File: config.mk
export PLATFORM = sky130hd
export DESIGN_NAME = sreg_serial_slave
export DESIGN_NICKNAME = d
export VERILOG_FILES = /design/src/rtl/sreg_pkg.sv /design/src/rtl/sreg_decode.sv /design/src/rtl/sreg_rx.sv /design/src/rtl/sreg_tx.sv /design/src/rtl/sreg_serial_slave.sv
export SDC_FILE = /design/constraint.sdc
export NUM_CORES = 1
export LEC_CHECK = 0
export ABC_AREA = 1
export CORE_UTILIZATION = 25
export DETAILED_ROUTE_END_ITERATION = 8
export DONT_BUFFER_PORTS = 1
export PLACE_DENSITY = 0.49
export SETUP_SLACK_MARGIN = 0.3
export SYNTH_ARGS = -nofsm -noshare
export SYNTH_HDL_FRONTEND = slang
export SYNTH_SLANG_ARGS = --single-unit
File: constraint.sdc
create_clock -name sclk -period 4.6 [get_ports sclk]
set_clock_uncertainty 0.05 [all_clocks]
set_input_delay 0.23 -clock sclk [delete_from_list [all_inputs] [get_ports sclk]]
set_output_delay 0.23 -clock sclk [all_outputs]
set_load 0.02 [all_outputs]
File: src/rtl/sreg_pkg.sv
package sreg_pkg;
  localparam int BYTE_W     = 8;
  localparam int MAX_BYTES  = 2;
  localparam int WORD_W     = BYTE_W * MAX_BYTES;
  localparam int FRAME_BITS = BYTE_W * (1 + MAX_BYTES);
  localparam int CNT_W      = $clog2(FRAME_BITS + 1);
  localparam int LEFT_W     = $clog2(WORD_W + 1);

  typedef enum logic [2:0] {
    CLS_NONE,
    CLS_CMD,
    CLS_WR8,
    CLS_WR16,
    CLS_RD8,
    CLS_RD16
  } acc_cls_e;

  function automatic logic cls_is_read(input acc_cls_e c);
    return (c == CLS_RD8) || (c == CLS_RD16);
  endfunction
endpackage

File: src/rtl/sreg_decode.sv
module sreg_decode
  import sreg_pkg::*;
#(
  parameter logic [BYTE_W-1:0] RST_CODE = 8'h01
) (
  input  logic [BYTE_W-1:0] addr,
  output acc_cls_e          cls
);
  // Class is taken from the top three address bits; one code is a command.
  always_comb begin
    cls = CLS_NONE;
    if (addr == RST_CODE) begin
      cls = CLS_CMD;
    end else begin
      unique case (addr[BYTE_W-1 -: 3])
        3'b100:  cls = CLS_WR8;
        3'b101:  cls = CLS_WR16;
        3'b110:  cls = CLS_RD8;
        3'b111:  cls = CLS_RD16;
        default: cls = CLS_NONE;
      endcase
    end
  end
endmodule

File: src/rtl/sreg_rx.sv
module sreg_rx
  import sreg_pkg::*;
(
  input  logic              sclk,
  input  logic              arst_n,
  input  logic              cmd_in,
  output logic [BYTE_W-1:0] reg_addr,
  output logic [WORD_W-1:0] wr_data,
  output logic              wr_stb,
  output logic              cmd_pulse,
  output acc_cls_e          cls,
  output logic              addr_ready
);
  localparam logic [CNT_W-1:0] ADDR_LAST = CNT_W'(BYTE_W - 1);
  localparam logic [CNT_W-1:0] ADDR_DONE = CNT_W'(BYTE_W);
  localparam logic [CNT_W-1:0] ONE_LAST  = CNT_W'(2 * BYTE_W - 1);
  localparam logic [CNT_W-1:0] TWO_LAST  = CNT_W'(FRAME_BITS - 1);
  localparam logic [CNT_W-1:0] CNT_SAT   = CNT_W'(FRAME_BITS);

  logic [CNT_W-1:0]  cnt_q, cnt_d;
  logic [BYTE_W-1:0] abyte_q, abyte_d, abyte_nx;
  logic [BYTE_W-1:0] addr_q, addr_d;
  logic [WORD_W-1:0] data_q, data_d;
  acc_cls_e          cls_q, cls_d, cls_nx;
  logic              stb_q, stb_d, cmd_q, cmd_d;
  logic              addr_en, data_en;

  assign abyte_nx = {abyte_q[BYTE_W-2:0], cmd_in};

  sreg_decode u_decode (
    .addr (abyte_nx),
    .cls  (cls_nx)
  );

  always_comb begin
    addr_en = (cnt_q == ADDR_LAST);
    data_en = (cnt_q >= ADDR_DONE) && (cnt_q < CNT_SAT);
    cnt_d   = (cnt_q == CNT_SAT) ? cnt_q : cnt_q + 1'b1;
    abyte_d = (cnt_q < ADDR_DONE) ? abyte_nx : abyte_q;
    addr_d  = addr_en ? abyte_nx : addr_q;
    cls_d   = addr_en ? cls_nx : cls_q;
    data_d  = data_en ? {data_q[WORD_W-2:0], cmd_in} : data_q;
    stb_d   = ((cls_q == CLS_WR8)  && (cnt_q == ONE_LAST)) ||
              ((cls_q == CLS_WR16) && (cnt_q == TWO_LAST));
    cmd_d   = addr_en && (cls_nx == CLS_CMD);
  end

  always_ff @(posedge sclk or negedge arst_n) begin
    if (!arst_n) begin
      cnt_q   <= '0;
      abyte_q <= '0;
      addr_q  <= '0;
      cls_q   <= CLS_NONE;
      data_q  <= '0;
      stb_q   <= 1'b0;
      cmd_q   <= 1'b0;
    end else begin
      cnt_q   <= cnt_d;
      abyte_q <= abyte_d;
      addr_q  <= addr_d;
      cls_q   <= cls_d;
      data_q  <= data_d;
      stb_q   <= stb_d;
      cmd_q   <= cmd_d;
    end
  end

  assign reg_addr   = addr_q;
  assign wr_data    = data_q;
  assign wr_stb     = stb_q;
  assign cmd_pulse  = cmd_q;
  assign cls        = cls_q;
  assign addr_ready = (cnt_q == ADDR_DONE);
endmodule

File: src/rtl/sreg_tx.sv
module sreg_tx
  import sreg_pkg::*;
(
  input  logic              sclk,
  input  logic              arst_n,
  input  logic              addr_ready,
  input  acc_cls_e          cls,
  input  logic [WORD_W-1:0] rd_data,
  output logic              reply_q,
  output logic              reply_oe
);
  logic [WORD_W-1:0] sh_q, sh_d;
  logic [LEFT_W-1:0] left_q, left_d;
  logic              oe_q, oe_d;
  logic              load;

  always_comb begin
    load   = addr_ready && cls_is_read(cls) && !oe_q && (left_q == '0);
    sh_d   = sh_q;
    left_d = left_q;
    oe_d   = oe_q;
    if (load) begin
      oe_d = 1'b1;
      if (cls == CLS_RD8) begin
        sh_d   = {rd_data[BYTE_W-1:0], {(WORD_W-BYTE_W){1'b0}}};
        left_d = LEFT_W'(BYTE_W);
      end else begin
        sh_d   = rd_data;
        left_d = LEFT_W'(WORD_W);
      end
    end else if (left_q > LEFT_W'(1)) begin
      sh_d   = {sh_q[WORD_W-2:0], 1'b0};
      left_d = left_q - 1'b1;
    end else if (left_q == LEFT_W'(1)) begin
      left_d = '0;
      oe_d   = 1'b0;
    end
  end

  always_ff @(negedge sclk or negedge arst_n) begin
    if (!arst_n) begin
      sh_q   <= '0;
      left_q <= '0;
      oe_q   <= 1'b0;
    end else begin
      sh_q   <= sh_d;
      left_q <= left_d;
      oe_q   <= oe_d;
    end
  end

  assign reply_q  = sh_q[WORD_W-1];
  assign reply_oe = oe_q;
endmodule

File: src/rtl/sreg_serial_slave.sv
module sreg_serial_slave
  import sreg_pkg::*;
(
  input  logic              sclk,
  input  logic              rst_n,
  input  logic              cs_n,
  input  logic              cmd_in,
  input  logic [WORD_W-1:0] rd_data,
  output logic              reply_q,
  output logic              reply_oe,
  output logic [BYTE_W-1:0] reg_addr,
  output logic [WORD_W-1:0] wr_data,
  output logic              wr_stb,
  output logic              cmd_pulse
);
  logic     frame_rst_n;
  logic     addr_ready;
  acc_cls_e cls;

  // Deselect clears the frame just as the system reset does.
  assign frame_rst_n = rst_n & ~cs_n;

  sreg_rx u_rx (
    .sclk       (sclk),
    .arst_n     (frame_rst_n),
    .cmd_in     (cmd_in),
    .reg_addr   (reg_addr),
    .wr_data    (wr_data),
    .wr_stb     (wr_stb),
    .cmd_pulse  (cmd_pulse),
    .cls        (cls),
    .addr_ready (addr_ready)
  );

  sreg_tx u_tx (
    .sclk       (sclk),
    .arst_n     (frame_rst_n),
    .addr_ready (addr_ready),
    .cls        (cls),
    .rd_data    (rd_data),
    .reply_q    (reply_q),
    .reply_oe   (reply_oe)
  );
endmodule

=== After elaboration in Yosys (flattened, before gate mapping) ===
Cells that the tools add are included.

* Bits in registers: 63
* Bits of input ports: 20
* Output and inout bits: 28
* Word-level logic and storage cells: 62

* $add $sub $neg: 2
* Magnitude comparators: 4
* Eq/ne operators: 17
* Multiplexer cells: 12
* Bitwise logic cells: 2
* Reductions and logical operators: 15

{| class="wikitable"
|+ Operators with widths
! operator !! number
|-
| $mux 16 || 3
|-
| $mux 5 || 4
|-
| $eq 3x3->1 const B || 6
|-
| $pmux 3 s4 || 1
|-
| $eq 5x4->1 const B || 2
|-
| $eq 5x5->1 const B || 2
|-
| $eq 8x1->1 const B || 1
|-
| $logic_and 1x1->1 || 7
|-
| $eq 3x2->1 const B || 2
|-
| $add 5x1->5 const B || 1
|-
| $eq 5x1->1 const B || 1
|-
| $eq 5x3->1 const B || 1
|-
| $ge 5x4->1 const B || 1
|-
| $gt 5x1->1 const B || 1
|-
| $logic_not 5->1 || 1
|-
| $lt 5x4->1 const B || 1
|-
| $lt 5x5->1 const B || 1
|-
| $sub 5x1->5 const B || 1
|-
| $reduce_bool 2->1 || 2
|-
| $eq 3x1->1 const B || 1
|-
| $mux 1 || 3
|-
| $mux 3 || 1
|-
| $reduce_bool 3->1 || 1
|-
| $logic_or 1x1->1 || 2
|-
| other kinds (5) || 5
|}

=== Longest topological paths before layout ===
Gate-level depths: netlist of run 1.

* Word-level depth: 7
* Mapped depth: 9
* Mapped depth without buffers: 8

=== Modules after synthesis ===
A second synthesis of run 1 with hierarchy kept.

* Cells, all modules: 399
* Area, all modules: 3200.6 um2

{| class="wikitable"
|+ By module, submodules not included
! module !! instances !! cells each !! area an instance (um2)
|-
| sreg_rx || 1 || 179 || 1687.9
|-
| sreg_tx || 1 || 199 || 1431.4
|-
| sreg_decode || 1 || 19 || 71.3
|-
| sreg_serial_slave || 1 || 2 || 10.0
|}

==> results of run 1 <==
==> layout make-up <==
| type | instances | area (sq um) |
|---|---|---|
| fill | 1189 | 8110 |
| sequential | 63 | 1580 |
| multi-input combinational | 206 | 1220 |
| clock buffer | 10 | 229 |
| tap | 143 | 179 |
| inverter | 38 | 143 |
| clock inverter | 6 | 61.3 |
| timing repair buffer | 5 | 40.0 |
==> worst paths after layout <==
kind | slack, ns | startpoint | endpoint | cells past startpoint
setup reg to reg | 0.55 | u_rx.cnt_q[4] | u_tx.sh_q[14] | 7
min in group asynchronous | 0.52 | cs_n | u_rx.cmd_pulse | 2
hold reg to reg | 0.42 | u_tx.sh_q[0] | u_tx.sh_q[0] | 2
setup / recovery | 0.55 | u_rx.cnt_q[4] | u_tx.sh_q[14] | 7
hold / removal | 0.05 | cmd_in | u_rx.reg_addr[0] | 2
max in group asynchronous | 1.91 | rst_n | u_tx.left_q[4] | 2
==> repair_timing <==
| action | in CTS | in global routing |
|---|---|---|
| hold buffers | 1 | 0 |
| hold endpoints to repair | 1 | 0 |
| endpoints found under the setup margin | 0 | 0 |
==> power breakdown <==
| part | switching, mW | total (mW) | internal (mW) | leakage, nW |
|---|---|---|---|---|
| registers | 0.0891 | 0.760 | 0.671 | 0.788 |
| clock network | 0.249 | 0.666 | 0.417 | 0.142 |
| logic | 0.293 | 0.446 | 0.154 | 0.664 |
| total | 0.631 | 1.87 | 1.24 | 1.59 |
==> kinds of logic (layout without fill, tap and decap cells) <==
logic type      Yosys count  count (layout)  share of synthesized area
buf+inv                  51              59                     0.0723
fa+ha+maj                 8               8                     0.0333
compound gates           52              52                     0.0981
simple gates            140             140                      0.254
xor+xnor                  5               5                     0.0145
flops                    63              63                      0.524
mux                       1               1                    0.00374
==> critical path: stages (launching register included) <==
cell and delay [ns]:
dfrtp_1 0.43, inv_1 0.13, ha_1 0.17, nand2_1 0.07, nor2_1 0.18, nand3_4 0.28, nand3_1 0.18, nand4_1 0.10
==> through the flow <==
stage / worst slack (ns) / power, mW
floorplan: 0.735 / 1.14
global placement: 0.594 / 1.21
detailed placement: 0.543 / 1.22
CTS: 0.551 / 1.90
global route: 0.358 / 2.00
finish: 0.549 / 1.87
==> cells in the mapped netlist, drive strengths merged <==
master / instances
a21oi: 16
and3b: 1
buf: 9
clkbuf: 4
clkinv: 1
dfrtn: 22
dfrtp: 41
ha: 8
inv: 37
mux2: 1
nand2: 44
nand3: 20
nand4: 45
nor2: 28
nor3: 1
nor4: 1
o211ai: 1
o21ai: 32
o221ai: 1
o22ai: 2
xor2: 5
==> state kept, by name, indices dropped and copies added, names as in the netlist <==
signal / cells
u_rx.abyte_q: 7
u_rx.cls: 3
u_rx.cmd_pulse: 1
u_rx.cnt_q: 5
u_rx.reg_addr: 8
u_rx.wr_data: 16
u_rx.wr_stb: 1
u_tx.left_q: 5
u_tx.reply_oe: 1
u_tx.sh_q: 16
==> routing by layer <==
metal	global-route usage	vias to the layer above	share of wire
li1	-	1107	-
met1	0.140	1083	0.45
met2	0.190	58	0.47
met3	0.0468	10	0.068
met4	0.0432	0	0.015
met5	0	-	0
==> impl_results.md, run 1 <==
* Placed cell count at 454
* Sink Count at 63
* Final nets at 351
* Ports at 48
* Required @ worst endpoint at roughly 2.4 ns
* Synth Area per Inst at 9.41 sq um
* Area share of the leading cell type in the synthesized netlist at 0.341
* Clock slew at reported path FFs at roughly 0.060 ns
* Hold Crit Class: in -> reg
* DRC at 5
* Leakage at roughly 1.6 nW
* Drt first-iter violations at 216
* Worst vdd ir at 0.168 mV
* Critical path class: reg -> reg
* Layout overhead on the synthesized area at 14.7%
* Final Util at 0.298
* Worst-Skew Late Latency at 0.33 ns
* CTS tree: done
* Vias per std cell at 4.79
* Commonest non-fill, non-tap cell in the layout: nand4_1
* Worst Max-Slew Pin Slew at about 0.70 ns
* Die X at 112 um
* Worst slew margin at 0.531
* Final Non-Filler Cells at 471
* Hold Violations, Final at 0
* Worst-path maximum fanout at 28
* Vias in the first global route at 2320
* Critical Path End Type: flip-flop
* Routed WL per cell at 14.3 um
* Routed Antenna Nets at 0
* Final Max Tran Viols at 0
* Sequential fraction of the synthesis area at 0.524
* Setup violators final at 0
* Synth area leaders: dfrtp_1, dfrtn_1, nand4_1
* GRT Util Overall at 0.117
* DR pass1 iterations at 6
* Max-cap violation count at 0
* Arr. time, crit path at about 1.9 ns
* Post-Layout Inst Area at around 3500 sq um
* Core Region at 11600 sq um
* Post-Route WL at 6.75 mm
* Outcome: finished, violations left
* Largest net degree at the start of global routing at between 40 and 50
* Root Driver: clkbuf_16
* CTS resizes at 0
* Std-Cell Rows at 39
* Die ar. at between 10000 and 15000 sq um
* Routability Congestion at about 0.77
* Mapped Nets at 348
* Yosys top cell by area: dfrtp_1
* Failing checks: design-rule violations
* H-tree depth at 3
* Synthesized area at 3010 sq um
* RSZ-0062 raised after global routing: no
* Cell count after synthesis at 320
* CTS Buffer Depth at 2
* Share of cells above drive strength 1 at 0.125
* CTS Buf Count at 9
* Initial Util at 0.260
* Global-route wire length before repair at 11.6 mm
* Vias at 2258
* Placed cell areas at 3150 sq um
* CP Launch Type: flip-flop
* Post-synthesis cell type count at 32
* Final HPWL DP at 4.60 mm
* Post CTS Setup Buffer Count at 0
* Antenna violations before repair at 0
* Final TNS setup at 0 ns
* Warnings, synthesis at 0
* P per Cell Area at 543 nW/um^2
* Flops & latches, synth at 63
* Remaining global-route overflow at 0
* Most frequent cells in the layout: nand4_1, nand2_1, dfrtp_1
* Port bufs at 0
* Die Y at 112 um
* Hold_ws at 0.0453 ns
* N_diodes at 0
Power figures use the tool's default switching activity.
==> run 2: changes to the inputs <==
Settings changed: ABC_AREA 1 to default.
==> impl_results.md, run 2 <==
* Synth Area per Inst at 12.7 sq um (was 9.41 sq um)
* Worst-Skew Late Latency at 0.33 ns (about the same)
* Worst Max-Slew Pin Slew at 0.774 ns (was 0.702 ns)
* Hold Crit Class: in -> async (was in -> reg)
* Root Driver: clkbuf_16 (unchanged)
* Die ar. at 11900 sq um (was 12500 sq um)
* Drt first-iter violations at 73 (was 216)
* Worst-path maximum fanout at 10 (was 28)
* CP Launch Type: flip-flop (unchanged)
* Worst vdd ir at 0.173 mV (was 0.168 mV)
* Failing checks: negative hold slack (was design-rule violations)
* Async S/R FF share, synth at 1.00 (unchanged)
* Synthesized area at 2860 sq um (was 3010 sq um)
* Post-synth EDFFs at 0 (unchanged)
* Arr. time, crit path at 2.06 ns (was 1.87 ns)
* RSZ-0062 raised after global routing: yes (was no)
* Synth Flop Type: dfrtp_1 (unchanged)
* Warnings, synthesis at 0 (unchanged)
* Outcome: finished, violations left (unchanged)
* Final Util at 0.317 (was 0.298)
* Vias in the first global route at 1837 (was 2320)
* Final nets at 276 (was 351)
* Layout overhead on the synthesized area at 21.5% (was 14.7%)
* Initial Util at 0.261 (was 0.260)
* Post-Route WL at 5.60 mm (was 6.75 mm)
* Post-synthesis xor/xnor area fraction at 0.0122 (was 0.0145)
* Core Region at 11000 sq um (was 11600 sq um)
* Post-Layout Inst Area at 3480 sq um (was 3450 sq um)
* Commonest non-fill, non-tap cell in the layout: dfrtp_1 (was nand4_1)
* Worst slew margin at 0.483 (was 0.531)
* Routability Congestion at 0.720 (was 0.773)
* Synth area leaders: dfrtp_1, dfrtn_1, mux2_2 (was dfrtp_1, dfrtn_1, nand4_1)
* Hold Violations, Final at 3 (was 0)
* Mux share of post-synthesis cell area at 0.201 (was 0.00374)
* Tot Pwr at 1.54 mW (was 1.87 mW)
* Leakage at 1.59 nW (about the same)
* Slowest-stage cell, CP: dfrtp_1 (unchanged)
* Top-count cell post-synth: dfrtp_1 (was nand4_1)
* Routed WL per cell at 14.2 um (was 14.3 um)
* Largest family of logic cells by synthesized area: multiplexers (was simple AND/OR/NAND/NOR gates)
* # fillers at 1109 (was 1189)
* Final Max Tran Viols at 0 (unchanged)
* Port bufs at 0 (unchanged)
* Clock slew at reported path FFs at 0.06 ns (about the same)
* Critical Path End Type: flip-flop (unchanged)
* Yosys top cell by area: dfrtp_1 (unchanged)
* Setup violators final at 0 (unchanged)
* CP max stage delay at 0.39 ns (was 0.43 ns)
* Levels on crit path at 7 (unchanged)
* CTS tree: done (unchanged)
* Die Y at 109 um (was 112 um)
* H-tree depth at 3 (unchanged)
* Post-synthesis adder-cell area fraction at 0.0349 (was 0.0333)
* Synth Area in Compound Gates at 0.0572 (was 0.0981)
* Global-route wire length before repair at 9.18 mm (was 11.6 mm)
* Hold_ws at -0.0279 ns (was 0.0453 ns)
* Largest net degree at the start of global routing at 39 (was 42)
* Antenna violations before repair at 0 (unchanged)
* P per Cell Area at 443 nW/um^2 (was 543 nW/um^2)
* Post-synthesis cell type count at 41 (was 32)
* Ports at 48 (unchanged)
* DRC at 0 (was 5)
* GRT Util Overall at 0.103 (was 0.117)
* Vias per std cell at 4.59 (was 4.79)
* Top cells by count, synth: dfrtp_1, mux2_2, dfrtn_1, mux2i_1 (was nand4_1, dfrtp_1, nand2_1, inv_1, nor2_1)
* Std-Cell Rows at 38 (was 39)
* CTS Buffer Depth at 2 (unchanged)
* Required @ worst endpoint at 2.42 ns (about the same)
* Critical path class: reg -> reg (unchanged)
* N_diodes at 0 (unchanged)
* Final HPWL DP at 3.75 mm (was 4.60 mm)
* Area share of the leading cell type in the synthesized netlist at 0.358 (was 0.341)
* Flops & latches, synth at 63 (unchanged)
* Synth Area in Simple Gates at 0.106 (was 0.254)
* Crit-path leading delay family: simple AND/OR/NAND/NOR gates (unchanged)
* Placed cell areas at 3080 sq um (was 3150 sq um)
* Remaining global-route overflow at 0 (unchanged)
* Sink Count at 63 (unchanged)
* Routed Antenna Nets at 0 (unchanged)
* Multi-input logic area at 1210 sq um (was 1220 sq um)
* Die X at 109 um (was 112 um)
* Cell count after synthesis at 225 (was 320)
* Buf/Inv on CP at 2 (was 1)
* Max-cap violation count at 0 (unchanged)
* Sequential fraction of the synthesis area at 0.550 (was 0.524)
* Sequential cell area at 1580 sq um (unchanged)
* Share of cells above drive strength 1 at 0.324 (was 0.125)
* Path depth of the worst reg2reg path at 7 (unchanged)
* DR pass1 iterations at 4 (was 6)
* CP Cell Sequence: inv_2, ha_4, nand4b_1, or3_1, nor3b_4, buf_4, a221o_1 (was inv_1, ha_1, nand2_1, nor2_1, nand3_4, nand3_1, nand4_1)
* Vias at 1802 (was 2258)
* CTS Buf Count at 9 (unchanged)
* Mapped Nets at 253 (was 348)
* Most frequent cells in the layout: dfrtp_1, mux2_2, dfrtn_1 (was nand4_1, nand2_1, dfrtp_1)
run 2: changes by cell type in the layout (fill, tap and decap cells not counted), moves of 8 or more:
cell	before	now
a221o_1	0	8
nand3_1	16	2
nand2_1	41	13
inv_1	36	10
o21ai_0	23	3
a21oi_1	16	0
nand4_1	45	0
mux2i_1	0	18
buf_4	4	19
nor2_1	24	13
mux2_2	1	35
run 2: worst paths after layout:
check	from	endpoint	slack, ns
min in group sclk	cmd_in	u_rx.reg_addr[0]	0.01
setup / recovery	u_rx.cnt_q[1]	u_tx.sh_q[8]	0.37
hold reg to reg	u_tx.sh_q[6]	u_tx.sh_q[6]	0.40
setup reg to reg	u_rx.cnt_q[1]	u_tx.sh_q[8]	0.37
hold / removal	rst_n	u_rx.wr_data[14]	-0.03
max in group asynchronous	cs_n	u_tx.left_q[1]	1.26
run 2: layout make-up:
cell class | instances | share of cell area
sequential | 63 | 0.453
multi-input combinational | 139 | 0.347
clock buffer | 9 | 0.0647
tap | 140 | 0.0503
timing repair buffer | 22 | 0.0500
clock inverter | 7 | 0.0208
inverter | 13 | 0.0140
run 2: cells by family (layout without fill, tap and decap cells):
logic type / count (synthesis) / after routing
DFF: 63 / 63
and+or+nand+nor: 55 / 55
muxes: 53 / 53
buffers and inverters: 23 / 51
AOI/OAI and AO/OA: 19 / 19
adders and majority gates: 8 / 8
xor gates and xnor gates: 4 / 4
run 2: worst register-to-register path, cell delays in order (launching register included):
cell	delay (ns)
dfrtp_1	0.39
inv_2	0.08
ha_4	0.13
nand4b_1	0.10
or3_1	0.34
nor3b_4	0.20
buf_4	0.19
a221o_1	0.30
run 2: timing repair:
item / 4_1_cts / 5_1_grt
buffers inserted: 6 / 2
gates resized for setup: 8 / 0
pin swaps: 1 / 2
endpoints found under the hold margin: 3 / 1
hold buffers: 1 / 1
gates cloned: 0 / 0
setup endpoints to repair: 16 / 16
run 2: report_power, final:
part / internal, mW / switching (mW)
registers: 0.597 / 0.0566
clock network: 0.420 / 0.252
logic: 0.0996 / 0.118
run 2: metrics by stage:
step / setup TNS (ns) / std cells / setup slack, ns / hold slack [ns]
2_1_floorplan: 0 / 225 / 0.330 / 0.332
3_3_place_gp: -0.211 / 367 / -0.0532 / 0.314
3_5_place_dp: -0.211 / 367 / -0.0533 / 0.320
4_1_cts: 0 / 390 / 0.266 / 0.000413
5_1_grt: 0 / 393 / 0.239 / 0.00849
6_report: 0 / 393 / 0.367 / -0.0279
run 2: routing by layer:
metal	up-vias	GRT usage	part of all wire
met1	919	0.125	0.44
met5	-	0	0
li1	835	-	-
met2	41	0.161	0.48
met3	7	0.0412	0.057
met4	0	0.0415	0.014
==> run 3: changes to the inputs <==
Settings changed: GPL_TIMING_DRIVEN from default to 0.
==> impl_results.md, run 3 (synthesis results as in run 2) <==
* Outcome: completed (was finished, violations left)
* Switching Fraction at 0.280 (was 0.276)
* Final Max Tran Viols at 0 (unchanged)
* Hold Violations, Final at 0 (was 3)
* CTS Buffer Depth at 2 (unchanged)
* Vias at 1806 (was 1802)
* Clock power share at 0.391 (was 0.435)
* Layout overhead on the synthesized area at 25.8% (was 21.5%)
* Worst Max-Slew Pin Slew at 0.708 ns (was 0.774 ns)
* Placed cell count at 367 (unchanged)
* H-tree depth at 3 (unchanged)
* Final nets at 285 (was 276)
* DRC at 0 (unchanged)
* CP max stage delay at 0.39 ns (about the same)
* Routed WL per cell at 14.1 um (was 14.2 um)
* Worst-Skew Late Latency at 0.32 ns (was 0.33 ns)
* CP Launch Type: flip-flop (unchanged)
* Psw at 0.428 mW (was 0.426 mW)
* # fillers at 1087 (was 1109)
* Sequential share of power at 0.427 (was 0.424)
* Routability Congestion at 0.707 (was 0.720)
* Global-route wire length before repair at 9.16 mm (was 9.18 mm)
* Setup violators final at 0 (unchanged)
* Remaining global-route overflow at 0 (unchanged)
* Clock slew at reported path FFs at 0.06 ns (about the same)
* Slowest-stage cell, CP: dfrtp_1 (unchanged)
* Antenna violations before repair at 0 (unchanged)
* GRT Util Overall at 0.103 (about the same)
* Most frequent cells in the layout: dfrtp_1, mux2_2, dfrtn_1 (unchanged)
* Final TNS setup at 0 ns (unchanged)
* Largest net degree at the start of global routing at 33 (was 39)
* Die ar. at 11900 sq um (unchanged)
* N_diodes at 0 (unchanged)
* Root Driver: clkbuf_16 (unchanged)
* Routed Antenna Nets at 0 (unchanged)
* Critical Path End Type: flip-flop (unchanged)
* Worst vdd ir at 0.196 mV (was 0.173 mV)
* Final HPWL DP at 3.81 mm (was 3.75 mm)
* Std-Cell Rows at 38 (unchanged)
* CTS Buf Count at 9 (unchanged)
* Port bufs at 0 (unchanged)
* Die X at 109 um (unchanged)
* Worst-path maximum fanout at 8 (was 10)
* Power share of the combinational group at 0.182 (was 0.141)
* Critical path class: reg -> reg (unchanged)
* Post-Route WL at 5.68 mm (was 5.60 mm)
* Drt first-iter violations at 64 (was 73)
* Leakage at 1.63 nW (was 1.59 nW)
* Die Y at 109 um (unchanged)
* P per Cell Area at 425 nW/um^2 (was 443 nW/um^2)
* Hold Crit Class: in -> reg (was in -> async)
* Vias in the first global route at 1874 (was 1837)
* Share of cells above drive strength 1 at 0.324 (about the same)
* Worst slew margin at 0.524 (was 0.483)
* Required @ worst endpoint at 2.42 ns (about the same)
* Core Region at 11000 sq um (unchanged)
* Arr. time, crit path at 2.10 ns (was 2.06 ns)
* CP Cell Sequence: inv_2, ha_4, nand4b_1, or3_4, a21o_4, buf_8, a221o_1 (was inv_2, ha_4, nand4b_1, or3_1, nor3b_4, buf_4, a221o_1)
* Max-cap violation count at 0 (unchanged)
* Ports at 48 (unchanged)
* Initial Util at 0.261 (unchanged)
* Vias per std cell at 4.49 (was 4.59)
* RSZ-0062 raised after global routing: yes (unchanged)
* Final Non-Filler Cells at 402 (was 393)
* Commonest non-fill, non-tap cell in the layout: dfrtp_1 (unchanged)
* CTS tree: done (unchanged)
* Pint at 1.10 mW (was 1.12 mW)
* Sink Count at 63 (unchanged)
* DR pass1 iterations at 4 (unchanged)
==> run 3: cell types whose count changed in the layout (fill, tap and decap cells not counted), sizes merged <==
cell,previous run,this run
buf,20,22
bufinv,1,0
clkbuf,9,16
clkinv,5,3
clkinvlp,0,3
dlygate4sd3,2,3
inv,14,13
==> run 3: metal layers <==
metal | up-vias | part of all wire | GRT usage
met3 | 8 | 0.055 | 0.0365
met5 | - | 0 | 0
met1 | 907 | 0.45 | 0.132
met2 | 34 | 0.48 | 0.154
li1 | 857 | - | -
met4 | 0 | 0.014 | 0.0492
==> run 3: power by group through the flow <==
stage / Clock [mW] / Sequential (mW) / Combinational (mW)
floorplan: 0 / 0.651 / 0.172
global placement: 0 / 0.662 / 0.208
detailed placement: 0 / 0.662 / 0.215
CTS: 0.622 / 0.653 / 0.255
global route: 0.648 / 0.661 / 0.308
finish: 0.599 / 0.653 / 0.278
==> run 3: area by class of cell <==
| cell class | instances | area (sq um) | share of cell area |
|---|---|---|---|
| Clock buffer | 10 | 229 | 0.0636 |
| Inverter | 13 | 48.8 | 0.0135 |
| Buffer | 10 | 93.8 | 0.0261 |
| Clock inverter | 6 | 37.5 | 0.0104 |
| Multi-Input combinational cell | 139 | 1210 | 0.337 |
| Tap cell | 140 | 175 | 0.0486 |
| Sequential cell | 63 | 1580 | 0.438 |
| Timing Repair Buffer | 21 | 225 | 0.0625 |
==> run 3: path summary, 6_finish.rpt <==
kind / startpoint / endpoint / slack, ns / cells after the start
min: cmd_in / u_rx.cmd_pulse / 0.20 / 2
min in group asynchronous: rst_n / u_rx.cmd_pulse / 0.25 / 2
max reg2reg: u_rx.cnt_q[1] / u_tx.sh_q[8] / 0.32 / 7
max in group asynchronous: cs_n / u_tx.reply_oe / 0.79 / 5
max: u_rx.cnt_q[1] / u_tx.sh_q[8] / 0.32 / 7
min reg2reg: u_tx.sh_q[4] / u_tx.sh_q[4] / 0.40 / 1
==> run 3: what timing repair did <==
action	4_1_cts	5_1_grt
gates cloned	0	2
endpoints found under the setup margin	15	16
endpoints found under the hold margin	34	0
buffers inserted	7	7
gates resized for setup	14	6
hold buffers	3	0
pin swaps	11	6
==> run 3: stage by stage <==
step	utilization	setup slack [ns]	hold WS (ns)	cell area, sq um	power [mW]
after CTS	0.317	0.285	0.199	3480	1.53
after detailed placement	0.281	0.0341	-0.00242	3090	0.878
after global placement	0.277	0.0282	0.333	3050	0.870
after global routing	0.328	0.234	0.197	3600	1.62
after floorplan	-	0.330	0.332	2870	0.823
final	0.328	0.324	0.203	3600	1.53
==> run 3: worst max-delay path, delay by kind of cell (launching register included) <==
kind / cells / cell delay, ns
AOI/OAI and AO/OA: 2 / 0.56
adders and majority gates: 1 / 0.14
DFF: 1 / 0.39
buffers and inverters: 2 / 0.22
and+or+nand+nor: 2 / 0.48
